<file path="config.mk">
export PLATFORM = sky130hd
export DESIGN_NAME = qos_req_arbiter
export DESIGN_NICKNAME = d
export VERILOG_FILES = /design/src/rtl/qarb_pkg.sv /design/src/rtl/qarb_qos_scan.sv /design/src/rtl/qarb_rr_pick.sv /design/src/rtl/qarb_grant_hold.sv /design/src/rtl/qos_req_arbiter.sv
export SDC_FILE = /design/constraint.sdc
export NUM_CORES = 1
export LEC_CHECK = 0
export BUFFER_PORTS_ARGS = -buffer_cell sky130_fd_sc_hd__buf_4
export CORE_AREA = 4 4 80 82
export CTS_BUF_LIST = sky130_fd_sc_hd__clkbuf_8
export CTS_CLUSTER_SIZE = 8
export DETAILED_ROUTE_END_ITERATION = 7
export DIE_AREA = 0 0 84 86
export PLACE_DENSITY = 0.85
export SYNTH_ARGS = -nofsm -noshare
export SYNTH_HDL_FRONTEND = slang
export SYNTH_SLANG_ARGS = --single-unit
</file>
<file path="constraint.sdc">
create_clock -name clk -period 22.2 [get_ports clk]
set_input_delay 2.22 -clock clk [delete_from_list [all_inputs] [get_ports clk]]
set_output_delay 2.22 -clock clk [all_outputs]
set_load 0.1 [all_outputs]
</file>
<file path="src/rtl/qarb_pkg.sv">
package qarb_pkg;
  localparam int QOS_W = 4;
  typedef logic [QOS_W-1:0] qos_t;

  // next index after idx in a ring of n slots
  function automatic int ring_next(input int idx, input int n);
    return (idx + 1 >= n) ? 0 : idx + 1;
  endfunction

  // true when level a outranks level b
  function automatic logic qos_above(input qos_t a, input qos_t b);
    return a > b;
  endfunction
endpackage

</file>
<file path="src/rtl/qarb_qos_scan.sv">
module qarb_qos_scan
  import qarb_pkg::*;
#(
  parameter int N_REQ = 4
) (
  input  logic [N_REQ-1:0]       req_valid,
  input  logic [N_REQ*QOS_W-1:0] req_qos,
  output qos_t                   top_qos,
  output logic [N_REQ-1:0]       cand
);
  qos_t lvl [N_REQ];

  for (genvar i = 0; i < N_REQ; i++) begin : g_unpack
    assign lvl[i] = req_qos[i*QOS_W +: QOS_W];
  end

  // highest level among the active slots (0 when none is active)
  always_comb begin
    top_qos = '0;
    for (int i = 0; i < N_REQ; i++) begin
      if (req_valid[i] && qos_above(lvl[i], top_qos)) top_qos = lvl[i];
    end
  end

  for (genvar i = 0; i < N_REQ; i++) begin : g_cand
    assign cand[i] = req_valid[i] && (lvl[i] == top_qos);
  end
endmodule

</file>
<file path="src/rtl/qarb_rr_pick.sv">
module qarb_rr_pick #(
  parameter int N_REQ = 4,
  localparam int IDX_W = (N_REQ > 1) ? $clog2(N_REQ) : 1
) (
  input  logic [N_REQ-1:0] cand,
  input  logic [IDX_W-1:0] ptr,
  output logic [IDX_W-1:0] pick,
  output logic             pick_any
);
  // first set bit of mask at or after start, wrapping
  function automatic logic [IDX_W-1:0] first_from(input logic [N_REQ-1:0] mask,
                                                  input logic [IDX_W-1:0] start);
    logic [IDX_W-1:0] res;
    logic             hit;
    int               j;
    res = '0;
    hit = 1'b0;
    for (int k = 0; k < N_REQ; k++) begin
      j = int'(start) + k;
      if (j >= N_REQ) j = j - N_REQ;
      if (!hit && mask[j]) begin
        hit = 1'b1;
        res = j[IDX_W-1:0];
      end
    end
    return res;
  endfunction

  assign pick     = first_from(cand, ptr);
  assign pick_any = |cand;
endmodule

</file>
<file path="src/rtl/qarb_grant_hold.sv">
module qarb_grant_hold
  import qarb_pkg::*;
#(
  parameter int N_REQ = 4,
  localparam int IDX_W = (N_REQ > 1) ? $clog2(N_REQ) : 1
) (
  input  logic             clk,
  input  logic             rst_n,
  input  logic [IDX_W-1:0] pick,
  input  logic             out_valid,
  input  logic             out_ready,
  output logic [IDX_W-1:0] grant,
  output logic             locked,
  output logic [IDX_W-1:0] ptr
);
  logic             locked_q;
  logic [IDX_W-1:0] held_q;
  logic [IDX_W-1:0] ptr_q;
  logic             xfer_evt;
  logic             stall_evt;

  assign grant     = locked_q ? held_q : pick;
  assign xfer_evt  = out_valid && out_ready;
  assign stall_evt = out_valid && !out_ready;
  assign locked    = locked_q;
  assign ptr       = ptr_q;

  always_ff @(posedge clk) begin
    if (!rst_n) begin
      locked_q <= 1'b0;
      held_q   <= '0;
      ptr_q    <= '0;
    end else if (xfer_evt) begin
      locked_q <= 1'b0;
      ptr_q    <= IDX_W'(ring_next(int'(grant), N_REQ));
    end else if (stall_evt) begin
      locked_q <= 1'b1;
      held_q   <= grant;
    end else begin
      locked_q <= 1'b0;
    end
  end

  // a stalled request keeps its grant in the next cycle
  assert_grant_held_R6: assert property (@(posedge clk) disable iff (!rst_n)
    stall_evt |=> (grant == $past(grant)));

  // a transfer never leaves the pointer on the same winner (N > 1)
  assert_ptr_moves_R7: assert property (@(posedge clk) disable iff (!rst_n)
    (xfer_evt && N_REQ > 1) |=> (ptr_q != $past(grant)));
endmodule

</file>
<file path="src/rtl/qos_req_arbiter.sv">
module qos_req_arbiter
  import qarb_pkg::*;
#(
  parameter int N_REQ = 4,
  parameter int PAY_W = 32,
  localparam int IDX_W = (N_REQ > 1) ? $clog2(N_REQ) : 1
) (
  input  logic                   clk,
  input  logic                   rst_n,
  input  logic [N_REQ-1:0]       req_valid,
  input  logic [N_REQ*QOS_W-1:0] req_qos,
  input  logic [N_REQ*PAY_W-1:0] req_payload,
  output logic [N_REQ-1:0]       req_ready,
  output logic                   out_valid,
  output logic [PAY_W-1:0]       out_payload,
  input  logic                   out_ready
);
  qos_t             top_qos;
  logic [N_REQ-1:0] cand;
  logic [IDX_W-1:0] ptr;
  logic [IDX_W-1:0] pick;
  logic             pick_any;
  logic [IDX_W-1:0] grant;
  logic             locked;
  logic [PAY_W-1:0] pay  [N_REQ];
  qos_t             lvl  [N_REQ];
  qos_t             grant_qos;

  qarb_qos_scan #(.N_REQ(N_REQ)) u_scan (
    .req_valid (req_valid),
    .req_qos   (req_qos),
    .top_qos   (top_qos),
    .cand      (cand)
  );

  qarb_rr_pick #(.N_REQ(N_REQ)) u_pick (
    .cand     (cand),
    .ptr      (ptr),
    .pick     (pick),
    .pick_any (pick_any)
  );

  qarb_grant_hold #(.N_REQ(N_REQ)) u_hold (
    .clk       (clk),
    .rst_n     (rst_n),
    .pick      (pick),
    .out_valid (out_valid),
    .out_ready (out_ready),
    .grant     (grant),
    .locked    (locked),
    .ptr       (ptr)
  );

  for (genvar i = 0; i < N_REQ; i++) begin : g_slot
    assign pay[i]       = req_payload[i*PAY_W +: PAY_W];
    assign lvl[i]       = req_qos[i*QOS_W +: QOS_W];
    assign req_ready[i] = out_valid && out_ready && (grant == IDX_W'(i));
  end

  assign out_valid   = req_valid[grant];
  assign out_payload = pay[grant];
  assign grant_qos   = lvl[grant];

  // ready reaches at most one requester, and only with downstream ready
  assert_ready_onehot_R4: assert property (@(posedge clk) disable iff (!rst_n)
    $onehot0(req_ready) && ((|req_ready) -> out_ready));

  // an idle requester never receives ready
  assert_idle_no_ready_R10: assert property (@(posedge clk) disable iff (!rst_n)
    (req_ready & ~req_valid) == '0);

  // an unheld choice carries the top active level
  assert_top_level_R2: assert property (@(posedge clk) disable iff (!rst_n)
    (out_valid && !locked) |-> (pick_any && grant_qos == top_qos));

  // downstream valid tracks any active requester
  assert_valid_or_R3: assert property (@(posedge clk) disable iff (!rst_n)
    out_valid == (|req_valid));

  // payload frozen across a stall
  assert_payload_stable_R5: assert property (@(posedge clk) disable iff (!rst_n)
    (out_valid && !out_ready) |=> $stable(out_payload));
endmodule

</file>
==> results.json <==
{
  "crit_path_max_fanout": 87,
  "gp_congestion": 1.01,
  "dp.cells": 581,
  "clock-root-buffer": "clkbuf_8",
  "rsz0062_at_grt": "false",
  "yosys-top-cells-count": "44 x a21oi_1, 36 x mux2i_1, 36 x nor2b_1",
  "synth_edf_count": 0,
  "cts_tree": "done",
  "fmax_mhz": 83.4,
  "drt_wl_total_um": 10400,
  "syn_nets": 505,
  "place_area_um2": 3970,
  "power_leakage_nw": 2.02,
  "ys_types": 66,
  "h-tree-depth": 1,
  "hpwl_um": 8730,
  "drt_first_pass_iters": 5,
  "synth.most_common_cell": "a21oi_1",
  "cts-buffers-inserted": 3,
  "core_um2": 5750,
  "min_period_ns": 11.99,
  "cts_setup_buffers": 0,
  "insertion_delay_ns": 0.23,
  "grt_overflow": 0,
  "setup_viol": 0,
  "routed_via_density": 5.81,
  "cp.arrival_ns": 9.77,
  "synthArstFlopShare_pct": 0,
  "worstSetupEndpointType": "output port",
  "initial_core_util_pct": 44.8,
  "r2r-start": "u_hold.ptr[1]$_SDFFE_PN0P_",
  "synth_area_um2": 2570,
  "critPathRequiredTime_ns": 19.98,
  "cts_resized": 0,
  "grt_pass1_vias": 3306,
  "fin_area_um2": 4020,
  "r2r-end": "u_hold.locked$_SDFF_PP0_",
  "synth-seq-area-share_pct": 3.89,
  "fin_tns_setup_ns": 0,
  "layout.nets": 679,
  "pre_cts_ws_ns": 10.35,
  "cap_violations": 0,
  "route.detailed.drc": 0,
  "synthCells": 337,
  "fillers": 515,
  "worstSetupStartpoint": "req_valid[0]",
  "setup_slack_ns": 10.21,
  "finalHoldWorstSlack_ns": 0.487,
  "maxSlewHeadroom_pct": 37.1,
  "reg2reg_slack_ns": 19.62,
  "syn_avg_cell_area_um2": 7.63,
  "chipHeight_um": 86,
  "die_w_um": 84,
  "timing_hold_violations_final": 0,
  "finalCritPeriodShare_pct": 54.0,
  "synth_top_area_cell": "mux2i_1",
  "die-area_um2": 7220,
  "final_antenna_net_count": 0,
  "synth_top_area_share_pct": 14.0,
  "fin_cells": 585,
  "synth_top_flop_cell": "dfxtp_1",
  "grt_pass1_wl_um": 15800,
  "path_class": "in2out",
  "drtIter0Drc": 202,
  "slew_violations": 0,
  "min_path_type": "reg2reg",
  "drive_gt1_share_pct": 42.0,
  "crit_end": "out_payload[31]",
  "antenna_found_initial": 0,
  "io_pins": 188,
  "io_buffer_count": 187,
  "grt_max_degree": 88,
  "ctsHoldBuffers": 0,
  "rows": 28,
  "irDropWorstVdd_uv": 127,
  "cp-start-kind": "primary input",
  "reg2reg_depth": 6,
  "skew_ns": 0.00134,
  "powerDensity_nw_per_um2": 102,
  "vias": 3398,
  "min-delay-start": "u_hold.held_q[1]$_SDFFE_PN0P_",
  "synthTopCellsByArea": "mux2i_1 14%, a211oi_1 10%, nor2b_1 8.8%, a21oi_1 8.6%, ha_1 8.3%",
  "clk_pin_slew_ns": 0.04,
  "worst_pin_slew_ns": 0.944,
  "status": "finished, final reports clean",
  "cts.path.max_buffers": 2,
  "synthToLayoutAreaGrowth_pct": 56.2,
  "antennaDiodeCount": 0,
  "track_usage_pct": 26.4,
  "clkSinkCount": 5,
  "post_drt_wl_per_cell_um": 17.7,
  "ys_seq_elements": 5,
  "synth-warning-count": 0
}
## sequential cells by signal, summed over array words and instances, names as in the netlist
register and flops:
u_hold.locked 1, u_hold.held_q 2, u_hold.ptr 2
## through the flow
stage / total power [mW] / util [%]
global route: 0.429 / 69.9
CTS: 0.410 / 69.9
detailed placement: 0.391 / 69.2
global placement: 0.388 / 69.2
floorplan: 0.314 / -
finish: 0.409 / 69.9
## routing by layer
metal  part of all wire, %  global-route usage [%]
met3                   9.6                    8.84
met4                   2.4                    8.33
met1                    39                    31.3
met2                    49                    45.1
met5                     0                       0
## placed cells by master (no fill, tap or decap), types with 3 or more instances in the layout
master      n
a21o_1      6
nor2b_1    36
a21oi_2     3
and2_1      8
a32o_1      3
dfxtp_1     5
nor2_1     10
buf_4     191
ha_1       17
o211ai_1    4
o21ai_0     4
mux2i_1    36
a211o_1     6
nand3_1     5
a211oi_1   35
nor3_1      3
o211a_1     4
a21oi_1    44
inv_1       8
xnor2_1     5
nand2_1    18
clkbuf_8    3
or4_1       3
nor4_1      5
nand4_1     4
## worst min path at each step
stage / endpoint / depth (start not counted) / slack, ns
6_report: u_hold.held_q[1]$_SDFFE_PN0P_ / 2 / 0.49
5_1_grt: u_hold.held_q[1]$_SDFFE_PN0P_ / 2 / 0.51
4_1_cts: u_hold.held_q[1]$_SDFFE_PN0P_ / 2 / 0.49
3_5_place_dp: u_hold.held_q[1]$_SDFFE_PN0P_ / 2 / 0.48
3_3_place_gp: u_hold.held_q[1]$_SDFFE_PN0P_ / 2 / 0.46
2_1_floorplan: u_hold.held_q[1]$_SDFFE_PN0P_ / 2 / 0.43
## kinds of logic after synthesis
kind of cell	share of synthesized area, %
XOR/XNOR	1.70
AO/OA/AOI/OAI	41.7
flip-flops	3.89
adder cells (fa/ha/maj)	8.27
AND/OR/NAND/NOR	22.7
buffers and inverters	6.37
multiplexers	15.4
## where the power goes
part           internal (mW)  total [mW]  switching, mW
combinational          0.102       0.381          0.279
clock                 0.0119      0.0172        0.00529
sequential            0.0102      0.0116        0.00148
total                  0.124       0.409          0.286
## layout make-up
type	instances	area, µm²	share of cell area [%]
multi-input combinational	303	2320	57.7
timing repair buffer	191	1430	35.7
sequential	5	100	2.49
tap	75	93.8	2.33
clock buffer	3	41.3	1.03
inverter	7	26.3	0.654
clock inverter	1	3.75	0.0934
## critical path, cell delays in order
cell and delay, ns:
buf_4 0.14, nand2_1 0.09, ha_1 0.30, and2b_1 0.20
o211ai_4 0.27, a32o_1 0.30, nor2_1 0.08, ha_1 0.30
nor2b_1 0.15, o211ai_2 0.27, a21oi_2 0.21, o31ai_1 0.51
ha_1 0.34, nor2b_1 0.14, o211ai_1 0.20, a21o_1 0.44
nor2_1 0.15, or3_1 0.37, a211o_1 0.35, o31a_1 0.25
mux4_2 0.47, a222oi_1 0.40, buf_4 0.82, nor2b_1 0.11
a211oi_1 0.33, a21oi_1 0.08, buf_4 0.25
No activity file was read; power rests on OpenSTA's default activity.
